## src/rtl/pce_pkg.sv

```systemverilog
package pce_pkg;

    typedef enum logic [0:0] {
        GS_TAKE = 1'b0,
        GS_GAP  = 1'b1
    } grp_state_t;

    function automatic int ones_in(input logic [31:0] v);
        int n;
        n = 0;
        for (int i = 0; i < 32; i++) begin
            n += int'(v[i]);
        end
        return n;
    endfunction

endpackage

```

## src/rtl/pce_tap_encoder.sv

```systemverilog
module pce_tap_encoder #(
    parameter int           K  = 7,
    parameter logic [K-1:0] G0 = 7'b1111001,
    parameter logic [K-1:0] G1 = 7'b1011011
) (
    input  logic clk_i,
    input  logic clr_i,
    input  logic take_i,
    input  logic din_i,
    output logic c0_o,
    output logic c1_o
);

    logic [K-2:0] hist_q;
    logic [K-1:0] win;

    always_comb begin
        win  = {din_i, hist_q};
        c0_o = ^(win & G0);
        c1_o = ^(win & G1);
    end

    always_ff @(posedge clk_i) begin
        if (clr_i) begin
            hist_q <= '0;
        end else if (take_i) begin
            hist_q <= win[K-1:1];
        end
    end

    // the window history is empty after a clear
    a_r1_hist_cleared: assert property (@(posedge clk_i) clr_i |=> (hist_q == '0));

    // the newest history bit is the bit just taken
    a_r1_newest_on_top: assert property (@(posedge clk_i) disable iff (clr_i)
        take_i |=> (hist_q[K-2] == $past(din_i)));

endmodule

```

## src/rtl/pce_group_ctrl.sv

```systemverilog
module pce_group_ctrl
    import pce_pkg::*;
#(
    parameter int           N  = 3,
    parameter int           M  = 4,
    parameter logic [N-1:0] P0 = 3'b101,
    parameter logic [N-1:0] P1 = 3'b011
) (
    input  logic       clk_i,
    input  logic       ce_i,
    input  logic       clr_i,
    input  logic       nd_i,
    input  logic       fd_i,
    input  logic       space_ok_i,
    input  logic       c0_i,
    input  logic       c1_i,
    output logic       rfd_o,
    output logic       rffd_o,
    output logic       take_o,
    output logic       close_full_o,
    output logic       close_part_o,
    output logic [1:0] push_n_o,
    output logic       w0_o,
    output logic       w1_o
);

    localparam int GAP = M - N;
    localparam int PW  = $clog2(N);
    localparam int GW  = $clog2(GAP + 1);
    localparam logic [PW-1:0] LAST_PH = PW'(N - 1);

    grp_state_t    st_q, st_d;
    logic [PW-1:0] ph_q, ph_d, eff_ph;
    logic [GW-1:0] gap_q, gap_d;
    logic          fd_take, keep0, keep1;

    // output process
    always_comb begin
        rfd_o        = (st_q == GS_TAKE) && space_ok_i;
        rffd_o       = rfd_o && (ph_q == '0);
        take_o       = ce_i && !clr_i && nd_i && rfd_o;
        fd_take      = take_o && fd_i;
        eff_ph       = fd_take ? '0 : ph_q;
        keep0        = take_o && P0[eff_ph];
        keep1        = take_o && P1[eff_ph];
        push_n_o     = {keep0 && keep1, keep0 ^ keep1};
        w0_o         = keep0 ? c0_i : c1_i;
        w1_o         = c1_i;
        close_part_o = fd_take && (ph_q != '0);
        close_full_o = take_o && (eff_ph == LAST_PH);
    end

    // next-state logic
    always_comb begin
        st_d  = st_q;
        ph_d  = ph_q;
        gap_d = gap_q;
        if (take_o) begin
            ph_d = (eff_ph == LAST_PH) ? '0 : eff_ph + 1'b1;
        end
        unique case (st_q)
            GS_TAKE: begin
                if (close_full_o) begin
                    st_d  = GS_GAP;
                    gap_d = GW'(GAP);
                end
            end
            GS_GAP: begin
                if (ce_i) begin
                    if (gap_q == GW'(1)) begin
                        st_d  = GS_TAKE;
                        gap_d = '0;
                    end else begin
                        gap_d = gap_q - 1'b1;
                    end
                end
            end
            default: st_d = GS_TAKE;
        endcase
    end

    // state register process
    always_ff @(posedge clk_i) begin
        if (clr_i) begin
            st_q  <= GS_TAKE;
            ph_q  <= '0;
            gap_q <= '0;
        end else begin
            st_q  <= st_d;
            ph_q  <= ph_d;
            gap_q <= gap_d;
        end
    end

    a_r3_gap_entry: assert property (@(posedge clk_i) disable iff (clr_i)
        close_full_o |=> (st_q == GS_GAP) && (gap_q == GW'(GAP)));

    a_r3_gap_bound: assert property (@(posedge clk_i) disable iff (clr_i)
        (st_q == GS_GAP) |-> (gap_q != '0) && (gap_q <= GW'(GAP)));

    a_r4_gap_holds_phase: assert property (@(posedge clk_i) disable iff (clr_i)
        !rfd_o |=> $stable(ph_q));

    a_r6_fd_restarts: assert property (@(posedge clk_i) disable iff (clr_i)
        fd_take |=> (ph_q == PW'(1)));

endmodule

```

## src/rtl/pce_bit_queue.sv

```systemverilog
module pce_bit_queue #(
    parameter int M     = 4,
    parameter int DEPTH = 2 * M + 2
) (
    input  logic       clk_i,
    input  logic       ce_i,
    input  logic       clr_i,
    input  logic [1:0] push_n_i,
    input  logic       w0_i,
    input  logic       w1_i,
    input  logic       close_full_i,
    input  logic       close_part_i,
    output logic       dout_o,
    output logic       rdy_o,
    output logic       space_ok_o
);

    localparam int AW = $clog2(DEPTH);
    localparam int CW = $clog2(DEPTH + 1);

    logic          mem_q [DEPTH];
    logic [AW-1:0] rd_q, wr_q;
    logic [CW-1:0] occ_q, auth_q, held_q, cur_q;
    logic          pop;

    function automatic logic [AW-1:0] adv(input logic [AW-1:0] p, input logic [1:0] inc);
        int t;
        t = int'(p) + int'(inc);
        if (t >= DEPTH) t -= DEPTH;
        return AW'(t);
    endfunction

    always_comb begin
        rdy_o      = (auth_q != '0);
        dout_o     = mem_q[rd_q];
        space_ok_o = (occ_q <= CW'(DEPTH - 2));
        pop        = ce_i && rdy_o;
    end

    always_ff @(posedge clk_i) begin
        if (clr_i) begin
            for (int i = 0; i < DEPTH; i++) mem_q[i] <= 1'b0;
            rd_q   <= '0;
            wr_q   <= AW'(M);
            occ_q  <= CW'(M);
            auth_q <= '0;
            held_q <= CW'(M);
            cur_q  <= '0;
        end else if (ce_i) begin
            if (push_n_i != 2'd0) mem_q[wr_q] <= w0_i;
            if (push_n_i == 2'd2) mem_q[adv(wr_q, 2'd1)] <= w1_i;
            wr_q  <= adv(wr_q, push_n_i);
            if (pop) rd_q <= adv(rd_q, 2'd1);
            occ_q <= occ_q + CW'(push_n_i) - CW'(pop);
            if (close_part_i) begin
                auth_q <= auth_q - CW'(pop) + held_q;
                held_q <= cur_q;
                cur_q  <= CW'(push_n_i);
            end else if (close_full_i) begin
                auth_q <= auth_q - CW'(pop) + held_q;
                held_q <= cur_q + CW'(push_n_i);
                cur_q  <= '0;
            end else begin
                auth_q <= auth_q - CW'(pop);
                cur_q  <= cur_q + CW'(push_n_i);
            end
        end
    end

    a_r5_occ_bound: assert property (@(posedge clk_i) disable iff (clr_i)
        occ_q <= CW'(DEPTH));

    a_r5_ready_backed: assert property (@(posedge clk_i) disable iff (clr_i)
        rdy_o |-> (auth_q <= occ_q));

    a_r5_accounting: assert property (@(posedge clk_i) disable iff (clr_i)
        occ_q == auth_q + held_q + cur_q);

    a_r8_frozen: assert property (@(posedge clk_i) disable iff (clr_i)
        !ce_i |=> $stable(rd_q) && $stable(occ_q) && $stable(auth_q));

endmodule

```

## src/rtl/pce_serial_encoder.sv

```systemverilog
module pce_serial_encoder
    import pce_pkg::*;
#(
    parameter int           K  = 7,
    parameter logic [K-1:0] G0 = 7'b1111001,
    parameter logic [K-1:0] G1 = 7'b1011011,
    parameter int           N  = 3,
    parameter logic [N-1:0] P0 = 3'b101,
    parameter logic [N-1:0] P1 = 3'b011
) (
    input  logic clk_i,
    input  logic ce_i,
    input  logic clr_i,
    input  logic din_i,
    input  logic nd_i,
    input  logic fd_i,
    output logic rfd_o,
    output logic rffd_o,
    output logic dout_o,
    output logic rdy_o
);

    localparam int M     = ones_in(32'(P0)) + ones_in(32'(P1));
    localparam int DEPTH = 2 * M + 2;

    logic       take, c0, c1, close_full, close_part, space_ok, w0, w1;
    logic [1:0] push_n;

    pce_tap_encoder #(.K(K), .G0(G0), .G1(G1)) u_enc (
        .clk_i (clk_i),
        .clr_i (clr_i),
        .take_i(take),
        .din_i (din_i),
        .c0_o  (c0),
        .c1_o  (c1)
    );

    pce_group_ctrl #(.N(N), .M(M), .P0(P0), .P1(P1)) u_ctrl (
        .clk_i       (clk_i),
        .ce_i        (ce_i),
        .clr_i       (clr_i),
        .nd_i        (nd_i),
        .fd_i        (fd_i),
        .space_ok_i  (space_ok),
        .c0_i        (c0),
        .c1_i        (c1),
        .rfd_o       (rfd_o),
        .rffd_o      (rffd_o),
        .take_o      (take),
        .close_full_o(close_full),
        .close_part_o(close_part),
        .push_n_o    (push_n),
        .w0_o        (w0),
        .w1_o        (w1)
    );

    pce_bit_queue #(.M(M), .DEPTH(DEPTH)) u_queue (
        .clk_i       (clk_i),
        .ce_i        (ce_i),
        .clr_i       (clr_i),
        .push_n_i    (push_n),
        .w0_i        (w0),
        .w1_i        (w1),
        .close_full_i(close_full),
        .close_part_i(close_part),
        .dout_o      (dout_o),
        .rdy_o       (rdy_o),
        .space_ok_o  (space_ok)
    );

    a_r7_fd_drops_rffd: assert property (@(posedge clk_i) disable iff (clr_i)
        (ce_i && nd_i && fd_i && rfd_o) |=> !rffd_o);

    a_r8_outputs_hold: assert property (@(posedge clk_i) disable iff (clr_i)
        !ce_i |=> $stable(rdy_o) && $stable(dout_o) && $stable(rfd_o));

    a_r9_clear_state: assert property (@(posedge clk_i)
        clr_i |=> !rdy_o && rfd_o && rffd_o);

endmodule

```

## config.mk

```make
export PLATFORM = sky130hd
export DESIGN_NAME = pce_serial_encoder
export DESIGN_NICKNAME = d
export VERILOG_FILES = /design/src/rtl/pce_pkg.sv /design/src/rtl/pce_tap_encoder.sv /design/src/rtl/pce_group_ctrl.sv /design/src/rtl/pce_bit_queue.sv /design/src/rtl/pce_serial_encoder.sv
export SDC_FILE = /design/constraint.sdc
export NUM_CORES = 1
export LEC_CHECK = 0
export BUFFER_PORTS_ARGS = -buffer_cell sky130_fd_sc_hd__buf_2
export CAP_MARGIN = 10
export CORE_MARGIN = 1.5
export CORE_UTILIZATION = 65
export DETAILED_ROUTE_END_ITERATION = 16
export PLACE_DENSITY = 0.86
export SLEW_MARGIN = 0
export SYNTH_ARGS = -nofsm -noshare
export SYNTH_HDL_FRONTEND = slang
export SYNTH_SLANG_ARGS = --single-unit
```

## constraint.sdc

```tcl
create_clock -name clk_i -period 8.8 [get_ports clk_i]
set_input_delay 0.44 -clock clk_i [delete_from_list [all_inputs] [get_ports clk_i]]
set_output_delay 0.44 -clock clk_i [all_outputs]
set_load 0.1 [all_outputs]
```

Word level (Yosys, flattened, before mapping)

Memory sizes are Yosys's and may differ from the RTL's. A register that Yosys moved wholly into a read port is not among the register bits.
Cells that the tools add are included.

Register bits after elaboration: 34
Bits in latches: 0
Bits in writable memories: 10
Memory bits (read-only): 0
Output and inout port bits: 4
Memories kept: 1

Add/sub/neg operators: 13
$mul: 0
Div/mod/pow operators: 0
$lt $le $gt $ge: 5
Equality and inequality tests: 4
Shifts and indexed selects: 0
Multiplexer cells: 45
Bitwise logic cells: 2
Reduce and logical (&&, ||, !) cells: 25

Memories:

| name          | words | bits a word | rd ports | clocked after memory_dff | wr ports | line                | text |
|---|---|---|---|---|---|---|---|
| u_queue.mem_q | 10    | 1           | 1        | 1                        | 10       | pce_bit_queue.sv:21 | `logic mem_q [DEPTH];` |

Operators with widths:

| kind                                                                   | count |
|---|---|
| 4-bit two-way mux                                                      | 16 |
| 1-bit two-way mux                                                      | 23 |
| 5-bit by 4-bit >= comparator with 1-bit output (second input constant) | 3 |
| 7-bit XOR reduction                                                    | 2 |
| 1-bit logical AND                                                      | 12 |
| 4-bit subtractor (second input constant)                               | 3 |
| 4-bit by 1-bit adder with 5-bit output (second input constant)         | 2 |
| 4-bit by 2-bit adder with 4-bit output                                 | 2 |
| 4-bit by 1-bit subtractor with 4-bit output                            | 2 |
| 2-bit AND reduction                                                    | 3 |
| 2-bit nonzero test                                                     | 3 |
| 4-bit by 2-bit adder with 5-bit output                                 | 1 |
| 4-bit adder                                                            | 1 |
| 1-bit binary-select mux with 2-bit select                              | 2 |
| 2-bit equality test (second input constant)                            | 2 |
| 4-bit <= comparator (second input constant)                            | 1 |
| 2-bit two-way mux                                                      | 2 |
| 2-bit != test (second input constant)                                  | 2 |
| 1-bit one-hot mux with 2 select lines                                  | 2 |
| 4-bit nonzero test                                                     | 1 |
| 2-bit by 3-bit < comparator with 1-bit output (second input constant)  | 1 |
| 2-bit by 1-bit adder with 2-bit output (second input constant)         | 1 |
| 2-bit zero test                                                        | 1 |
| 1-bit OR reduction                                                     | 2 |
| other kinds (4)                                                        | 4 |

Depth between registers and ports, before layout

Depth in word-level cells: 17
Gate-level depth with buffers: 20
Mapped depth without buffers: 17

Cells and area by module

From an unflattened synthesis, not the netlist that was laid out.

Cells, all modules: 415
Area total of the unflattened synthesis: 3995.1 sq um

Modules (own cells, without submodules):

| module          | instances | cells each | area an instance (sq um) | seq. area each (sq um) |
|---|---|---|---|---|
| pce_bit_queue   | 1         | 357        | 3412.0                   | 1041.0 |
| pce_group_ctrl  | 1         | 35         | 302.8                    | 80.1 |
| pce_tap_encoder | 1         | 23         | 280.3                    | 120.1 |

Worst setup path after synthesis

OpenSTA, ideal clock, no wires.

Path type: register -> register
From: register u_queue.occ_q[2]
To: register u_queue.wr_q[1]
Arrival time: 3.984 ns
Setup slack: 4.728 ns
Cell stages (with the launch flop): 21
Clock period less this slack: 4.072 ns
Cell sequence: dfxtp_1 > inv_1 > ha_1 > or3b_1 > buf_6 > a21oi_1 > clkbuf_1 > o21ai_0 > inv_1 > ha_1 > clkbuf_1 > xor2_1 > ha_1 > o21ai_0 > nand2_1 > ha_1 > inv_1 > nand2_1 > a2111oi_0 > nor3_1 > a311oi_2

Cells in the longest elaborated chain, start to end: 12
Elaborated cells between the ends (all ways): 17

RTL lines:

| item                                                                                      | line                                       | text |
|---|---|---|
| from (decl)                                                                               | pce_bit_queue.sv:23                        | `logic [CW-1:0] occ_q, auth_q, held_q, cur_q;` |
| from (signal assigned)                                                                    | pce_bit_queue.sv:45                        | `occ_q <= CW'(M);` |
| from (signal assigned)                                                                    | pce_bit_queue.sv:54                        | `occ_q <= occ_q + CW'(push_n_i) - CW'(pop);` |
| 4-bit <= comparator *                                                                     | pce_bit_queue.sv:36                        | `space_ok_o = (occ_q <= CW'(DEPTH - 2));` |
| 1-bit logical AND *                                                                       | pce_group_ctrl.sv:39                       | `rfd_o = (st_q == GS_TAKE) && space_ok_i;` |
| 1-bit logical AND *                                                                       | pce_group_ctrl.sv:41                       | `take_o = ce_i && !clr_i && nd_i && rfd_o;` |
| 1-bit logical AND                                                                         | pce_group_ctrl.sv:42                       | `fd_take = take_o && fd_i;` |
| 2-bit two-way mux                                                                         | pce_group_ctrl.sv:43                       | `eff_ph = fd_take ? '0 : ph_q;` |
| 1-bit binary-select mux with 2-bit select (on tied branches)                              | pce_group_ctrl.sv:44, pce_group_ctrl.sv:45 |  |
| 1-bit two-way mux (on tied branches)                                                      | pce_group_ctrl.sv:44, pce_group_ctrl.sv:45 |  |
| 1-bit logical AND (on tied branches)                                                      | pce_group_ctrl.sv:44, pce_group_ctrl.sv:45 |  |
| 1-bit bitwise XOR / 1-bit logical AND (equally long branches)                             | pce_group_ctrl.sv:46                       | `push_n_o = {keep0 && keep1, keep0 ^ keep1};` |
| 4-bit by 2-bit adder with 5-bit output *                                                  | pce_bit_queue.sv:28                        | `t = int'(p) + int'(inc);` |
| 4-bit subtractor / 5-bit by 4-bit >= comparator with 1-bit output (equally long branches) | pce_bit_queue.sv:29                        | `if (t >= DEPTH) t -= DEPTH;` |
| 4-bit two-way mux *                                                                       | pce_bit_queue.sv:29                        |  |
| to (signal assigned)                                                                      | pce_bit_queue.sv:44                        | `wr_q <= AW'(M);` |
| to (signal assigned)                                                                      | pce_bit_queue.sv:52                        | `wr_q <= adv(wr_q, push_n_i);` |
| to (decl)                                                                                 | pce_bit_queue.sv:22                        | `logic [AW-1:0] rd_q, wr_q;` |

Every way passes the cells marked *; elsewhere a longest branch is shown, timed or not. The select of a mux whose other input is x is not followed.
A chain may end at the register's enable or synchronous reset.

Worst setup path after layout

From: register u_queue.occ_q[3]
To: register u_queue.wr_q[1]

The elaborated chain is that of the path after synthesis.

==> impl_metrics.json <==
{
  "grt_overflow": 0,
  "filler_cell_count": 457,
  "io_pins": 10,
  "hpwl_um": 6480,
  "coreArea_mm2": 0.00561,
  "grt_max_degree": 43,
  "tightest_slew_ps": 1040,
  "start_kind": "flop",
  "synth-edff-count": 16,
  "ys.flop_type": "dfxtp_1",
  "fin_crit_sh": 0.585,
  "cts_num_sinks": 54,
  "grt_pass1_wl_um": 15200,
  "cts_setup_buffers": 0,
  "port_buffers": 9,
  "cts_tree": "built",
  "num_rows": 27,
  "root_buffer": "clkbuf_8",
  "holdBufCountCts": 0,
  "critPathCaptureType": "flop",
  "clk_path_buf_depth": 2,
  "hold_viol": 0,
  "via_per_inst": 6.73,
  "fin_util": 0.706,
  "avgRoutedWirePerCell_um": 18.1,
  "yosysWarnings": 0,
  "drv_cap": 0,
  "path_max_fanout": 13,
  "place.gp.congestion": 0.953,
  "antenna_cells": 0,
  "die_w_um": 79.9,
  "h-tree-depth": 2,
  "synth_top_cell_by_area": "dfxtp_1",
  "crit_required_ps": 9030,
  "clock.fmax_mhz": 194,
  "whs_ps": 389,
  "grt_usage": 0.304,
  "power_density_mw_per_mm2": 177,
  "setup_viol": 0,
  "synth_cell_types": 67,
  "numCtsBuffers": 5,
  "clock_skew_ps": 8.74,
  "relSlewSlack": 0.299,
  "drtPass1Iterations": 5,
  "dr_total_vias": 3365,
  "power_mw": 0.699,
  "mostFrequentLayoutCell": "nand2_1",
  "path_class": "reg -> reg",
  "antenna_found_initial": 0,
  "yosysSeqAreaShare": 0.323,
  "ys_ff_latch": 54,
  "synth-async-reset-ratio": 0,
  "synth_area_leaders": "dfxtp_1, edfxtp_1, ha_1",
  "synthCells": 434,
  "power.leakage_nw": 1.49,
  "antenna_left": 0,
  "drt_iter0_markers": 428,
  "netlist_area_mm2": 0.00384,
  "slew_violations": 0,
  "fin_nets": 458,
  "hold_class": "in -> reg",
  "grt_pass1_vias": 3167,
  "synth_top_area_frac": 0.198,
  "final_layout_size_suffix_gt1_frac": 0.0841,
  "dieArea_mm2": 0.00638,
  "ir_drop_uv": 125,
  "fin_tns_setup_ps": 0,
  "clkLatencyLatePin_ps": 310,
  "mostFrequentLayoutCells": "nand2_1, dfxtp_1, nor2_1, inv_1, a21oi_1",
  "path_clk_slew_ps": 100,
  "initial_core_util": 0.685,
  "drc": 0,
  "status": "completed",
  "grt_setup_unrepaired": "no",
  "die_h_um": 79.9,
  "wl_um": 9030,
  "worstPathArrival_ps": 5380,
  "cts_resized": 0,
  "final.min_clock_period_ps": 5150,
  "syn_area_per_cell_um2": 8.85,
  "area_growth_pct": 3.10,
  "syn_nets": 465
}
## state kept, by name, summed over array words and instances, names as in the netlist, named ones only
signal,flops
u_ctrl.gap_q,1
u_ctrl.ph_q,2
u_ctrl.st_q,1
u_enc.hist_q,6
u_queue.auth_q,4
u_queue.cur_q,4
u_queue.held_q,4
u_queue.mem_q,16
u_queue.occ_q,4
u_queue.rd_q,4
u_queue.wr_q,4
## synthesized netlist by cell type (5+ instances only)
library cell  number
nand2_1           43
dfxtp_1           38
nor2_1            31
inv_1             26
a21oi_1           25
ha_1              23
o21ai_0           18
clkbuf_1          16
edfxtp_1          16
mux2i_1           16
xnor2_1           15
nand3_1           14
nor3_1            14
nand4_1            8
xor2_1             8
nor2b_1            7
a31oi_1            6
mux4_2             5
o211ai_1           5
o32ai_1            5
## final cells by class
class | instances | area [um^2] | area share
Clock inverter | 2 | 13.8 | 0.00348
Clock buffer | 6 | 72.6 | 0.0183
Tap cell | 72 | 90.1 | 0.0228
Sequential cell | 54 | 1240 | 0.314
Timing Repair Buffer | 10 | 52.6 | 0.0133
Multi-Input combinational cell | 329 | 2390 | 0.603
Inverter | 27 | 101 | 0.0256
## cells by family (layout without fill, tap and decap cells)
| group | after synthesis | count (layout) | synth area share |
|---|---|---|---|
| simple gates | 145 | 145 | 0.186 |
| compound gates | 113 | 113 | 0.221 |
| flops | 54 | 54 | 0.323 |
| buf+inv | 51 | 45 | 0.0551 |
| fa+ha+maj | 25 | 25 | 0.0854 |
| xor+xnor | 23 | 23 | 0.0525 |
| mux | 23 | 23 | 0.0769 |
## path summary, 6_finish.rpt
check / to / start / cells past startpoint / slack (ps)
setup / recovery: u_queue.wr_q[1] / u_queue.occ_q[3] / 16 / 3650
hold / removal: u_enc.hist_q[5] / din_i / 3 / 390
setup reg to reg: u_queue.wr_q[1] / u_queue.occ_q[3] / 16 / 3650
hold reg to reg: u_enc.hist_q[2] / u_enc.hist_q[2] / 2 / 470
## metrics by stage
stage | instances | worst slack, ps | cell area (um^2)
after floorplan | 434 | 4730 | 3840
after global placement | 492 | 4090 | 3870
after detailed placement | 492 | 3780 | 3870
after CTS | 500 | 3710 | 3960
after global routing | 500 | 3300 | 3960
final | 500 | 3650 | 3960
## metal layers
metal | routed length (um) | track usage | vias to the layer above | part of all wire
met5 | 0 | 0 | - | 0
met4 | 163 | 0.0879 | 0 | 0.018
met3 | 580 | 0.0480 | 18 | 0.064
met2 | 4500 | 0.535 | 152 | 0.50
met1 | 3780 | 0.383 | 1599 | 0.42
li1 | - | - | 1596 | -
## power by group
| part | internal [mW] | switching (mW) |
|---|---|---|
| combinational | 0.0868 | 0.168 |
| sequential | 0.274 | 0.0295 |
| clock | 0.0570 | 0.0845 |
| total | 0.418 | 0.282 |
## critical path: stages, from the launching register on
cell and delay, ps:
dfxtp_1 580, ha_1 240, or3b_1 500, a21oi_1 740
o21ai_0 290, inv_1 110, ha_1 350, xor2_1 170
ha_1 280, o21ai_0 310, nand2_1 140, ha_1 290
inv_1 110, nand2_1 80, a2111oi_0 480, nor3_1 140
a311oi_2 250
Note: power is estimated with default switching activity, not from simulation.
